**src/rtl/uhc_pkg.sv**
```systemverilog
package uhc_pkg;
  localparam int unsigned OFS_W   = 5;
  localparam int unsigned DW      = 16;
  localparam int unsigned CMD_W   = 8;
  localparam int unsigned STS_W   = 6;
  localparam int unsigned IEN_W   = 4;
  localparam int unsigned FNUM_W  = 11;
  localparam int unsigned FBASE_W = 20;
  localparam int unsigned SOF_W   = 8;
  localparam int unsigned EVT_W   = 3;

  localparam logic [OFS_W-1:0] OFS_CMD  = 5'h00;
  localparam logic [OFS_W-1:0] OFS_STS  = 5'h02;
  localparam logic [OFS_W-1:0] OFS_IEN  = 5'h04;
  localparam logic [OFS_W-1:0] OFS_FNUM = 5'h06;
  localparam logic [OFS_W-1:0] OFS_FBLO = 5'h08;
  localparam logic [OFS_W-1:0] OFS_FBHI = 5'h0A;
  localparam logic [OFS_W-1:0] OFS_SOF  = 5'h0C;

  // command bits
  localparam int unsigned C_RUN  = 0;
  localparam int unsigned C_HRST = 1;
  localparam int unsigned C_GRST = 2;
  localparam int unsigned C_SUSP = 3;
  localparam int unsigned C_FRES = 4;

  // status bits
  localparam int unsigned S_DONE = 0;
  localparam int unsigned S_ERR  = 1;
  localparam int unsigned S_RES  = 2;
  localparam int unsigned S_PERR = 4;
  localparam int unsigned S_HALT = 5;

  // port bits
  localparam int unsigned P_CCS = 0;
  localparam int unsigned P_CSC = 1;
  localparam int unsigned P_EN  = 2;
  localparam int unsigned P_ENC = 3;
  localparam int unsigned P_LS  = 8;
  localparam int unsigned P_RST = 9;

  localparam logic [DW-1:0] PORT_KEEP  = 16'h01FB;
  localparam logic [DW-1:0] PORT_W1C   = 16'h000A;
  localparam logic [DW-1:0] PORT_RSTV  = 16'h0080;
  localparam logic [DW-1:0] PORT_HOLD  = 16'h0101;
  localparam logic [DW-1:0] RD_DFLT    = 16'h00FF;
  localparam logic [STS_W-1:0] STS_RSTV = 6'h20;
  localparam logic [SOF_W-1:0] SOF_RSTV = 8'h40;
endpackage

```
**src/rtl/uhc_ctl.sv**
```systemverilog
module uhc_ctl
  import uhc_pkg::*;
(
  input  logic               clk_i,
  input  logic               rst_ni,
  input  logic               clr_i,
  input  logic               wr_cmd_i,
  input  logic               wr_sts_i,
  input  logic               wr_ien_i,
  input  logic [CMD_W-1:0]   wdata_i,
  input  logic [EVT_W-1:0]   evt_i,
  input  logic               wake_i,
  output logic [CMD_W-1:0]   cmd_o,
  output logic [STS_W-1:0]   sts_o,
  output logic [IEN_W-1:0]   ien_o,
  output logic               irq_o
);
  logic [CMD_W-1:0] cmd_q, cmd_d;
  logic [STS_W-1:0] sts_q, sts_d;
  logic [IEN_W-1:0] ien_q, ien_d;

  always_comb begin
    cmd_d = cmd_q;
    sts_d = sts_q;
    ien_d = ien_q;
    if (wr_cmd_i) begin
      cmd_d         = wdata_i;
      cmd_d[C_HRST] = 1'b0;
      cmd_d[C_GRST] = 1'b0;
      if (wdata_i[C_RUN] && !cmd_q[C_RUN]) sts_d[S_HALT] = 1'b0;
      else if (!wdata_i[C_RUN])            sts_d[S_HALT] = 1'b1;
    end
    if (wr_sts_i) sts_d[S_PERR:0] = sts_q[S_PERR:0] & ~wdata_i[S_PERR:0];
    if (wr_ien_i) ien_d = wdata_i[IEN_W-1:0];
    // hardware sets win over software clears
    if (evt_i[0]) sts_d[S_DONE] = 1'b1;
    if (evt_i[1]) sts_d[S_ERR]  = 1'b1;
    if (evt_i[2]) sts_d[S_PERR] = 1'b1;
    if (wake_i && cmd_q[C_SUSP]) begin
      cmd_d[C_FRES] = 1'b1;
      sts_d[S_RES]  = 1'b1;
    end
    sts_d[3] = 1'b0;
  end

  always_ff @(posedge clk_i or negedge rst_ni) begin
    if (!rst_ni) begin
      cmd_q <= '0;
      sts_q <= STS_RSTV;
      ien_q <= '0;
    end else if (clr_i) begin
      cmd_q <= '0;
      sts_q <= STS_RSTV;
      ien_q <= '0;
    end else begin
      cmd_q <= cmd_d;
      sts_q <= sts_d;
      ien_q <= ien_d;
    end
  end

  assign irq_o = (sts_q[S_ERR]  & ien_q[0]) | (sts_q[S_RES]  & ien_q[1]) |
                 (sts_q[S_DONE] & ien_q[2]) | (sts_q[S_PERR] & ien_q[3]);
  assign cmd_o = cmd_q;
  assign sts_o = sts_q;
  assign ien_o = ien_q;

  a_r3_start_clears_halt: assert property (@(posedge clk_i) disable iff (!rst_ni)
    (wr_cmd_i && wdata_i[C_RUN] && !cmd_q[C_RUN] && !clr_i) |=> !sts_q[S_HALT]);
  a_r3_stop_sets_halt: assert property (@(posedge clk_i) disable iff (!rst_ni)
    (wr_cmd_i && !wdata_i[C_RUN]) |=> sts_q[S_HALT]);
  a_r9_resume_on_event: assert property (@(posedge clk_i) disable iff (!rst_ni)
    (wake_i && cmd_q[C_SUSP] && !clr_i) |=> (cmd_q[C_FRES] && sts_q[S_RES]));
  a_r10_event_sets: assert property (@(posedge clk_i) disable iff (!rst_ni)
    (evt_i[0] && !clr_i) |=> sts_q[S_DONE]);
  a_r10_w1c_clears: assert property (@(posedge clk_i) disable iff (!rst_ni)
    (wr_sts_i && wdata_i[S_DONE] && !evt_i[0] && !clr_i) |=> !sts_q[S_DONE]);
endmodule

```
**src/rtl/uhc_frm.sv**
```systemverilog
module uhc_frm
  import uhc_pkg::*;
(
  input  logic               clk_i,
  input  logic               rst_ni,
  input  logic               clr_i,
  input  logic               wr_fnum_i,
  input  logic               wr_blo_i,
  input  logic               wr_bhi_i,
  input  logic               wr_sof_i,
  input  logic [DW-1:0]      wdata_i,
  output logic [FNUM_W-1:0]  fnum_o,
  output logic [FBASE_W-1:0] fbase_o,
  output logic [SOF_W-1:0]   sof_o
);
  localparam int unsigned LO_W = DW - 12;

  logic [FNUM_W-1:0]  fnum_q;
  logic [FBASE_W-1:0] fbase_q;
  logic [SOF_W-1:0]   sof_q;

  always_ff @(posedge clk_i or negedge rst_ni) begin
    if (!rst_ni) begin
      fnum_q  <= '0;
      fbase_q <= '0;
      sof_q   <= SOF_RSTV;
    end else if (clr_i) begin
      fnum_q  <= '0;
      fbase_q <= '0;
      sof_q   <= SOF_RSTV;
    end else begin
      if (wr_fnum_i) fnum_q <= wdata_i[FNUM_W-1:0];
      if (wr_blo_i)  fbase_q[LO_W-1:0] <= wdata_i[DW-1:12];
      if (wr_bhi_i)  fbase_q[FBASE_W-1:LO_W] <= wdata_i;
      if (wr_sof_i)  sof_q <= wdata_i[SOF_W-1:0];
    end
  end

  assign fnum_o  = fnum_q;
  assign fbase_o = fbase_q;
  assign sof_o   = sof_q;

  a_r12_fnum_write: assert property (@(posedge clk_i) disable iff (!rst_ni)
    (wr_fnum_i && !clr_i) |=> (fnum_q == $past(wdata_i[FNUM_W-1:0])));
endmodule

```
**src/rtl/uhc_port.sv**
```systemverilog
module uhc_port
  import uhc_pkg::*;
(
  input  logic          clk_i,
  input  logic          rst_ni,
  input  logic          clr_i,
  input  logic          glob_i,
  input  logic          wr_i,
  input  logic [DW-1:0] wdata_i,
  input  logic          attach_i,
  input  logic          detach_i,
  input  logic          ls_i,
  output logic [DW-1:0] ctl_o,
  output logic          rst_pulse_o
);
  logic [DW-1:0] ctl_q, ctl_d;
  logic          pulse_q, pulse_d;

  always_comb begin
    ctl_d = ctl_q;
    if (clr_i) begin
      ctl_d = PORT_RSTV | (ctl_q & PORT_HOLD);
    end else if (wr_i) begin
      ctl_d = (ctl_q & PORT_KEEP) | (wdata_i & ~PORT_KEEP);
      ctl_d = ctl_d & ~(wdata_i & PORT_W1C);
    end
    if (attach_i) begin
      ctl_d[P_CCS] = 1'b1;
      ctl_d[P_CSC] = 1'b1;
      ctl_d[P_LS]  = ls_i;
    end else if (detach_i) begin
      if (ctl_d[P_CCS]) begin
        ctl_d[P_CCS] = 1'b0;
        ctl_d[P_CSC] = 1'b1;
      end
      if (ctl_d[P_EN]) begin
        ctl_d[P_EN]  = 1'b0;
        ctl_d[P_ENC] = 1'b1;
      end
    end
    pulse_d = ctl_q[P_CCS] &
              (glob_i | (wr_i & !clr_i & wdata_i[P_RST] & !ctl_q[P_RST]));
  end

  always_ff @(posedge clk_i or negedge rst_ni) begin
    if (!rst_ni) begin
      ctl_q   <= PORT_RSTV;
      pulse_q <= 1'b0;
    end else begin
      ctl_q   <= ctl_d;
      pulse_q <= pulse_d;
    end
  end

  assign ctl_o       = ctl_q;
  assign rst_pulse_o = pulse_q;

  a_r6_keep_bits: assert property (@(posedge clk_i) disable iff (!rst_ni)
    (wr_i && !clr_i && !attach_i && !detach_i) |=>
      ((ctl_q & (PORT_KEEP & ~PORT_W1C)) == ($past(ctl_q) & (PORT_KEEP & ~PORT_W1C))));
  a_r8_attach_sets: assert property (@(posedge clk_i) disable iff (!rst_ni)
    attach_i |=> (ctl_q[P_CCS] && ctl_q[P_CSC]));
  a_r8_detach_clears: assert property (@(posedge clk_i) disable iff (!rst_ni)
    (detach_i && !attach_i && ctl_q[P_CCS]) |=> (!ctl_q[P_CCS] && ctl_q[P_CSC]));
  a_r7_pulse_needs_conn: assert property (@(posedge clk_i) disable iff (!rst_ni)
    rst_pulse_o |-> $past(ctl_q[P_CCS]));
endmodule

```
**src/rtl/uhc_rdmux.sv**
```systemverilog
module uhc_rdmux
  import uhc_pkg::*;
#(
  parameter int unsigned NPORTS = 2
) (
  input  logic                 byte_i,
  input  logic [OFS_W-1:0]     ofs_i,
  input  logic [CMD_W-1:0]     cmd_i,
  input  logic [STS_W-1:0]     sts_i,
  input  logic [IEN_W-1:0]     ien_i,
  input  logic [FNUM_W-1:0]    fnum_i,
  input  logic [FBASE_W-1:0]   fbase_i,
  input  logic [SOF_W-1:0]     sof_i,
  input  logic [NPORTS*DW-1:0] ports_i,
  output logic [DW-1:0]        rdata_o
);
  localparam int unsigned LO_W = DW - 12;

  logic [DW-1:0] pword;

  always_comb begin
    pword = RD_DFLT;
    for (int i = 0; i < NPORTS; i++) begin
      if (ofs_i[3:1] == 3'(i)) pword = ports_i[i*DW +: DW];
    end
  end

  always_comb begin
    rdata_o = RD_DFLT;
    if (byte_i) begin
      if (ofs_i == OFS_SOF) rdata_o = {{(DW-SOF_W){1'b0}}, sof_i};
    end else begin
      unique case (ofs_i)
        OFS_CMD:  rdata_o = {{(DW-CMD_W){1'b0}}, cmd_i};
        OFS_STS:  rdata_o = {{(DW-STS_W){1'b0}}, sts_i};
        OFS_IEN:  rdata_o = {{(DW-IEN_W){1'b0}}, ien_i};
        OFS_FNUM: rdata_o = {{(DW-FNUM_W){1'b0}}, fnum_i};
        OFS_FBLO: rdata_o = {fbase_i[LO_W-1:0], 12'h000};
        OFS_FBHI: rdata_o = fbase_i[FBASE_W-1:LO_W];
        default:  if (ofs_i[4]) rdata_o = pword;
      endcase
    end
  end
endmodule

```
**src/rtl/uhc_regs.sv**
```systemverilog
module uhc_regs
  import uhc_pkg::*;
#(
  parameter int unsigned NPORTS = 2,
  parameter int unsigned ADDR_W = 8
) (
  input  logic              clk_i,
  input  logic              rst_ni,
  input  logic              req_i,
  input  logic              we_i,
  input  logic              byte_i,
  input  logic [ADDR_W-1:0] addr_i,
  input  logic [DW-1:0]     wdata_i,
  output logic [DW-1:0]     rdata_o,
  input  logic [EVT_W-1:0]  evt_i,
  input  logic [NPORTS-1:0] attach_i,
  input  logic [NPORTS-1:0] detach_i,
  input  logic [NPORTS-1:0] low_speed_i,
  output logic              irq_o,
  output logic              run_o,
  output logic              halted_o,
  output logic              glob_rst_o,
  output logic [NPORTS-1:0] port_rst_o
);
  logic [OFS_W-1:0]     ofs;
  logic                 wr_word, wr_byte;
  logic                 wr_cmd, wr_sts, wr_ien, wr_fnum, wr_blo, wr_bhi, wr_sof;
  logic                 ctl_clr, glob_req, wake;
  logic                 glob_q;
  logic [NPORTS-1:0]    wr_port;
  logic [CMD_W-1:0]     cmd;
  logic [STS_W-1:0]     sts;
  logic [IEN_W-1:0]     ien;
  logic [FNUM_W-1:0]    fnum;
  logic [FBASE_W-1:0]   fbase;
  logic [SOF_W-1:0]     sof;
  logic [NPORTS*DW-1:0] port_ctl;

  if (ADDR_W > OFS_W) begin : g_addr_hi
    logic unused_addr_hi;
    assign unused_addr_hi = ^addr_i[ADDR_W-1:OFS_W];
  end

  assign ofs      = addr_i[OFS_W-1:0];
  assign wr_word  = req_i & we_i & ~byte_i;
  assign wr_byte  = req_i & we_i & byte_i;
  assign wr_cmd   = wr_word & (ofs == OFS_CMD);
  assign wr_sts   = wr_word & (ofs == OFS_STS);
  assign wr_ien   = wr_word & (ofs == OFS_IEN);
  assign wr_fnum  = wr_word & (ofs == OFS_FNUM);
  assign wr_blo   = wr_word & (ofs == OFS_FBLO);
  assign wr_bhi   = wr_word & (ofs == OFS_FBHI);
  assign wr_sof   = wr_byte & (ofs == OFS_SOF);
  assign glob_req = wr_cmd & wdata_i[C_GRST];
  assign ctl_clr  = wr_cmd & (wdata_i[C_GRST] | wdata_i[C_HRST]);
  assign wake     = |{attach_i, detach_i};

  uhc_ctl u_ctl (
    .clk_i    (clk_i),
    .rst_ni   (rst_ni),
    .clr_i    (ctl_clr),
    .wr_cmd_i (wr_cmd),
    .wr_sts_i (wr_sts),
    .wr_ien_i (wr_ien),
    .wdata_i  (wdata_i[CMD_W-1:0]),
    .evt_i    (evt_i),
    .wake_i   (wake),
    .cmd_o    (cmd),
    .sts_o    (sts),
    .ien_o    (ien),
    .irq_o    (irq_o)
  );

  uhc_frm u_frm (
    .clk_i     (clk_i),
    .rst_ni    (rst_ni),
    .clr_i     (ctl_clr),
    .wr_fnum_i (wr_fnum),
    .wr_blo_i  (wr_blo),
    .wr_bhi_i  (wr_bhi),
    .wr_sof_i  (wr_sof),
    .wdata_i   (wdata_i),
    .fnum_o    (fnum),
    .fbase_o   (fbase),
    .sof_o     (sof)
  );

  for (genvar g = 0; g < NPORTS; g++) begin : g_port
    assign wr_port[g] = wr_word & ofs[4] & (ofs[3:1] == 3'(g));
    uhc_port u_port (
      .clk_i       (clk_i),
      .rst_ni      (rst_ni),
      .clr_i       (ctl_clr),
      .glob_i      (glob_req),
      .wr_i        (wr_port[g]),
      .wdata_i     (wdata_i),
      .attach_i    (attach_i[g]),
      .detach_i    (detach_i[g]),
      .ls_i        (low_speed_i[g]),
      .ctl_o       (port_ctl[g*DW +: DW]),
      .rst_pulse_o (port_rst_o[g])
    );
  end

  uhc_rdmux #(.NPORTS(NPORTS)) u_rdmux (
    .byte_i  (byte_i),
    .ofs_i   (ofs),
    .cmd_i   (cmd),
    .sts_i   (sts),
    .ien_i   (ien),
    .fnum_i  (fnum),
    .fbase_i (fbase),
    .sof_i   (sof),
    .ports_i (port_ctl),
    .rdata_o (rdata_o)
  );

  always_ff @(posedge clk_i or negedge rst_ni) begin
    if (!rst_ni) glob_q <= 1'b0;
    else         glob_q <= glob_req;
  end

  assign glob_rst_o = glob_q;
  assign run_o      = cmd[C_RUN];
  assign halted_o   = sts[S_HALT];

  a_r4_glob_strobe: assert property (@(posedge clk_i) disable iff (!rst_ni)
    glob_req |=> (glob_rst_o && cmd == '0 && halted_o));
  a_r4_hc_no_strobe: assert property (@(posedge clk_i) disable iff (!rst_ni)
    (wr_cmd && wdata_i[C_HRST] && !wdata_i[C_GRST]) |=> (!glob_rst_o && port_rst_o == '0));
endmodule

```
**config.mk**
```make
export PLATFORM = sky130hd
export DESIGN_NAME = uhc_regs
export DESIGN_NICKNAME = d
export VERILOG_FILES = /design/src/rtl/uhc_pkg.sv /design/src/rtl/uhc_ctl.sv /design/src/rtl/uhc_frm.sv /design/src/rtl/uhc_port.sv /design/src/rtl/uhc_rdmux.sv /design/src/rtl/uhc_regs.sv
export SDC_FILE = /design/constraint.sdc
export NUM_CORES = 1
export LEC_CHECK = 0
export ABC_AREA = 1
export BUFFER_PORTS_ARGS = -buffer_cell sky130_fd_sc_hd__buf_2
export CAP_MARGIN = 20
export CORE_MARGIN = 2
export CORE_UTILIZATION = 59
export CTS_CLUSTER_DIAMETER = 30
export DETAILED_ROUTE_END_ITERATION = 8
export PLACE_DENSITY = 0.88
export SKIP_CTS_REPAIR_TIMING = 1
export SYNTH_ARGS = -nofsm -noshare
export SYNTH_HDL_FRONTEND = slang
export SYNTH_HIERARCHICAL = 1
export SYNTH_SLANG_ARGS = --single-unit
export TNS_END_PERCENT = 30
```
**constraint.sdc**
```tcl
create_clock -name clk_i -period 1.6 [get_ports clk_i]
set_input_delay 0.24 -clock clk_i [delete_from_list [all_inputs] [get_ports clk_i]]
set_output_delay 0.24 -clock clk_i [all_outputs]
set_load 0.01 [all_outputs]
```
After elaboration in Yosys (flattened, before gate mapping)
Index checks and enable logic that the tools add are counted.
- add/subtract/negate cells: 0
- multipliers: 0
- div/mod/pow operators: 0
- magnitude comparators: 0
- equality and inequality tests: 10
- shift operators: 0
- muxes and demuxes: 43
- bitwise logic cells: 41
- reductions and logical operators: 27
- operators by type and width (kind ; count):
    $mux 16 ; 9
    $pmux 16 s6 ; 1
    $mux 8 ; 5
    $and 16x16->16 ; 2
    $or 9x16->16 ; 2
    $and 1x1->1 ; 27
    $mux 11 ; 2
    $mux 20 ; 1
    $mux 4 ; 5
    $reduce_bool 2->1 ; 10
    $mux 2 ; 8
    $not 4->16 ; 1
    $eq 5x4->1 const B ; 3
    $reduce_bool 3->1 ; 5
    $eq 5x3->1 const B ; 2
    $mux 1 ; 10
    $mux 6 ; 1
    $or 1x1->1 ; 6
    $reduce_and 2->1 ; 3
    $and 5x5->5 ; 1
    $eq 5x2->1 const B ; 1
    $logic_not 5->1 ; 1
    $mux 5 ; 1
    $not 5->5 ; 1
    other kinds (8) ; 13
- register bits after elaboration: 92
- latch bits: 0
- RAM bits: 0
- bits in read-only memories: 0
- bits of input ports: 38
- output and inout port bits: 22
- word-level logic and storage cells: 143
- memories: 0

Logic depth before layout (Yosys ltp)
- word-level depth: 10
- depth in mapped cells: 10
- mapped depth without buffers: 9

Hierarchy
Netlist, hierarchy kept.
- by module, submodules not included (module ; times used ; cells each ; area an instance (µm²) ; sequential area each (µm²)):
    uhc_frm ; 1 ; 171 ; 1559.0 ; 977.2
    uhc_port ; 2 ; 68 ; 639.4 ; 351.6
    uhc_rdmux ; 1 ; 213 ; 1061.0 ; 0.0
    uhc_ctl ; 1 ; 97 ; 738.2 ; 376.6
    uhc_regs ; 1 ; 36 ; 203.9 ; 25.0

Worst setup path after synthesis
No wires, ideal clock.
- path kind: input port to flip-flop
- start point: input byte_i
- end point: register u_ctl.sts_q[5], in the netlist u_ctl/sts_o[5]
- setup time: 0.083 ns
- arrival: 2.562 ns
- data required time: 1.517 ns
- path slack: -1.045 ns
- cell stages on the path: 6
- path buffers: 0
- cells stage by stage: inv_1 nand3_1 nor3_1 nor2_1 o21ai_0 nand2_1
- cells in the longest elaborated chain, start to end: 6
- elaborated cells on any way between the ends: 8
- classes of those cells: 1 x eq/ne; 1 x mux; 4 x bitwise; 2 x reduce/logical
- ends and longest elaborated chain (what ; line ; source):
    start: declaration ; uhc_regs.sv:11 ; input logic byte_i,
    $not 1->1 * ; uhc_regs.sv:45 ; assign wr_word = req_i & we_i & ~byte_i;
    $and 1x1->1 * ; uhc_regs.sv:45 ;
    $and 1x1->1 * ; uhc_regs.sv:47 ; assign wr_cmd = wr_word & (ofs == OFS_CMD);
    $and 1x1->1 * ; uhc_regs.sv:55 ; assign ctl_clr = wr_cmd & (wdata_i[C_GRST] | wdata_i[C_HRST]);
    via ctl_clr ; uhc_regs.sv:28 ; logic ctl_clr, glob_req, wake;
    $ne 3x1->1 (no line) / $reduce_bool 2->1 (equally long branches) ; n/a ;
    $reduce_and 2->1 (no line) ; n/a ;
    end signal: assignment ; uhc_ctl.sv:57 ; sts_q <= sts_d;
    end: declaration ; uhc_ctl.sv:19 ; logic [STS_W-1:0] sts_q, sts_d;
Mark *: on every way through the listed nets, which the timed path passes. The rest lies on a longest branch.
A chain may end at the register's enable or synchronous reset.

Final worst setup path
- start point: register u_ctl.sts_q[2], in the netlist u_ctl/sts_o[2]
- end point: output rdata_o[2]
- cells in the longest elaborated chain, start to end: 2
- ends and longest elaborated chain (what ; line ; source):
    $pmux 16 s6 ; uhc_rdmux.sv:33 ; unique case (ofs_i)
    $mux 16 ; uhc_rdmux.sv:30 ; if (byte_i) begin
    end: declaration ; uhc_regs.sv:14 ; output logic [DW-1:0] rdata_o,
Every way passes these cells.

==> reports/results.txt <==
Met1 GRT Util = 42.7%
Final max-slew violation count = 0
Worst reg2reg endpoint = u_ctl/sts_o[2]
Largest net degree at the start of global routing = 39
Most heavily used metal layer in global routing = met2
Worst Path Max Fanout = 4
Type of the setup path with the least slack = flop to primary output
Synth top area cells = sky130_fd_sc_hd__dfrtp_1 41%, sky130_fd_sc_hd__nand2_1 18%, sky130_fd_sc_hd__nand3_1 10%
Per-instance average area after synthesis = 7.41 sq um
Final nets = 790
Worst ir drop on vdd = 543 uV
DRC violations left = 0
Startpoint of the worst-slack reg-to-reg timing path = u_ctl/cmd_o[3]
Primary FF master, synth = sky130_fd_sc_hd__dfrtp_1
Dominant cell type by area after synthesis = sky130_fd_sc_hd__dfrtp_1
TritonCTS clock tree = done
Clk_skew = 0.00350 ns
Hold slack = 0.0867 ns
Total global routing overflow = 0
Violated checks = negative setup slack
Vias per cell = 5.81
Worst Setup SP = u_ctl/sts_o[2]
Met2 demand-to-capacity share in global routing = 55.1%
Worst Reg-to-Reg Cells = 4
Global-route total usage across every layer = 33.0%
Floorplan Core Area = 8090 sq um
Number of violations reported at the end of detailed-routing iteration 0 = 552
Hold/Removal Path Class = primary input to flop
Critical path capture point = rdata_o[2]
Post-synthesis instance area = 4840 sq um
Synthesized netlist cell count = 653
Routed len/inst = 17.1 microns
Skew-Pair Late Insertion Delay = 0.35 ns
Wire length reported by the detailed router = 14.7 mm
Clock sink count = 83
Met3 capacity usage during global routing = 5.11%
Cell Pwr Density = 849 nW/um^2
Number of enable flip-flop cells after synthesis = 0
Number of antenna violations at the first check in global routing = 0
Transition time at the pin with the least slew margin = 0.821 ns
Number of clock buffers inserted by TritonCTS = 9
Synth warnings = 6
Final hold violation count = 0
Multi-input gate area in the final layout = 2370 sq um
Launching element type of the critical path = flop
Number of placed I/O pins = 60
Wire length of the first global-routing pass = 22.5 mm
Number of setup violations in the final report = 4
Deepest level of the CTS H-tree = 3
Number of port buffers = 56
Worst setup EP type = primary output
Filler instances = 617
Register-to-Register Setup Slack = 0.61 ns
Clock-pin slew of the registers on the worst-case setup and hold paths = 0.09 ns
Overall die width = 94.6 microns
Max-capacitance violation count = 0
Number of global-route vias before repair = 4695
FF+latch area = 2080 sq um
Min Clock Period, post-route = 1.67 ns
Sequential cell area fraction in the yosys report = 43.0%
Highest Clock Rate = 600 MHz
Overall die height = 94.6 microns
Number of distinct library cells after synthesis = 32
Cell leakage power = 0.00310 uW
Area growth, synth to finish = 22.3%
Final Worst Setup Slack = -0.0676 ns
Number of antenna repair diodes = 0
Number of storage elements in the synthesis netlist = 83
Async set-or-reset flop fraction in the synthesized netlist = 100%
RSZ-0062 raised after global routing = true
Slew Limit Headroom = 45.1%
Die area = 8950 sq um
Effective utilization at floorplan = 59.8%
Total number of vias = 5007
Outcome = finished, violations left
Worst EP required = 1.36 ns
Number of nets with antenna violations after detailed routing = 0
Number of placement rows = 33
Instance count after placement with tap cells included = 838
Maximum number of buffers from clock root to sink = 2
Root buffer cell = sky130_fd_sc_hd__clkbuf_8
Data arrival, critical path = 1.43 ns
Number of standard cells in the layout, taps in and fillers out = 862
Ratio of final minimum period to clock period = 104%
Final RePlAce weighted congestion = 0.958
DP Wirelength = 10.1 mm
First-pass iteration count of the detailed router = 6
Most used standard cells in the synthesized netlist = 231 x sky130_fd_sc_hd__nand2_1, 99 x sky130_fd_sc_hd__nand3_1, 79 x sky130_fd_sc_hd__dfrtp_1, 54 x sky130_fd_sc_hd__inv_1, 25 x sky130_fd_sc_hd__nor2_1
Most instantiated library cell after synthesis = sky130_fd_sc_hd__nand2_1
Portion of synthesized cell area occupied by the leading cell type = 40.8%
Fraction of layout instances using a drive strength above 1 = 26.8%
## stage by stage
| stage | utilization [%] | worst slack (ns) | area [sq um] | setup TNS [ns] | power (uW) |
|---|---|---|---|---|---|
| final | 73.1 | -0.0676 | 5920 | -0.124 | 5030 |
| after global routing | 73.1 | -0.0760 | 5920 | -0.615 | 5240 |
| after CTS | 70.5 | -0.115 | 5710 | -0.796 | 4930 |
| after global placement | 68.0 | -0.162 | 5510 | -2.61 | 3330 |
| after detailed placement | 68.0 | -0.181 | 5510 | -6.02 | 3390 |
| after floorplan | - | -0.0117 | 4880 | -0.204 | 3020 |
## cells by family (layout without fill, tap and decap cells)
kind of cell | after synthesis | after routing | synth area share (%)
AND/OR/NAND/NOR | 406 | 406 | 38.0
flip-flops | 83 | 83 | 43.0
buffers and inverters | 99 | 197 | 10.8
AO/OA/AOI/OAI | 62 | 62 | 7.99
other | 3 | 9 | 0.233
## cells in the final DEF, fill, tap and decap left out, drive strengths merged
cell type / Yosys / routed
dlygate4sd3: 0 / 1
nand2: 232 / 232
nor3: 4 / 4
clkbuf: 3 / 12
and3: 2 / 2
or2: 4 / 4
o21a: 1 / 1
inv: 62 / 62
o21ai: 36 / 36
bufinv: 0 / 1
nand4: 14 / 14
dfstp: 4 / 4
conb: 3 / 9
o22ai: 2 / 2
clkinvlp: 0 / 2
o211ai: 2 / 2
nand3: 100 / 100
a31oi: 7 / 7
nor2: 38 / 38
nand3b: 12 / 12
buf: 34 / 116
dfrtp: 79 / 79
clkinv: 0 / 3
a21oi: 14 / 14
## critical path, stage by stage (launching register included)
cell and delay, ns:
sky130_fd_sc_hd__dfrtp_1 0.44, sky130_fd_sc_hd__nand3_1 0.11, sky130_fd_sc_hd__nand2_1 0.05, sky130_fd_sc_hd__inv_1 0.05
sky130_fd_sc_hd__nand2_1 0.06, sky130_fd_sc_hd__o21ai_2 0.16, sky130_fd_sc_hd__nand2_1 0.06, sky130_fd_sc_hd__buf_2 0.14
## sequential cells by signal, indices dropped and copies added (netlist names)
signal	flops
u_frm/sof_o	8
g_port.u_port/ctl_o	26
g_port.u_port/rst_pulse_o	2
u_ctl/cmd_o	6
u_frm/fnum_o	11
glob_rst_o	1
u_frm/fbase_o	20
u_ctl/sts_o	5
u_ctl/ien_o	4
## how the worst min path moves through the flow
stage / slack [ns] / cells after the start / to / start
final: 0.09 / 3 / g_port[1].u_port/ctl_o[8] / low_speed_i[1]
after global routing: 0.11 / 3 / g_port[0].u_port/ctl_o[8] / low_speed_i[0]
after CTS: -0.20 / 1 / u_frm/sof_o[4] / rst_ni
after detailed placement: 0.20 / 1 / u_frm/sof_o[2] / rst_ni
after global placement: 0.18 / 1 / u_frm/sof_o[2] / rst_ni
after floorplan: -0.06 / 0 / g_port[0].u_port/ctl_o[0] / rst_ni
## report_power, final
part / switching (uW) / leakage, uW / internal [uW] / total (uW)
Clock: 813 / 0.0000987 / 764 / 1580
Combinational: 544 / 0.00195 / 390 / 934
Sequential: 160 / 0.00105 / 2360 / 2520
Total: 1520 / 0.00310 / 3510 / 5030
## routing by layer
| layer | part of all wire [%] | vias to the layer above | wire [microns] |
|---|---|---|---|
| met5 | 0 | - | 0 |
| met3 | 9.3 | 71 | 1370 |
| met4 | 4.1 | 0 | 607 |
| met2 | 48 | 321 | 7050 |
| li1 | - | 2278 | - |
| met1 | 39 | 2337 | 5680 |
## layout make-up
type	instances	area share (%)
inverter	62	4.14
multi-input combinational	477	40.0
clock inverter	6	1.08
timing repair buffer	119	15.1
clock buffer	10	2.33
tap	105	2.22
sequential	83	35.2
(Power assumes the default switching activity.)
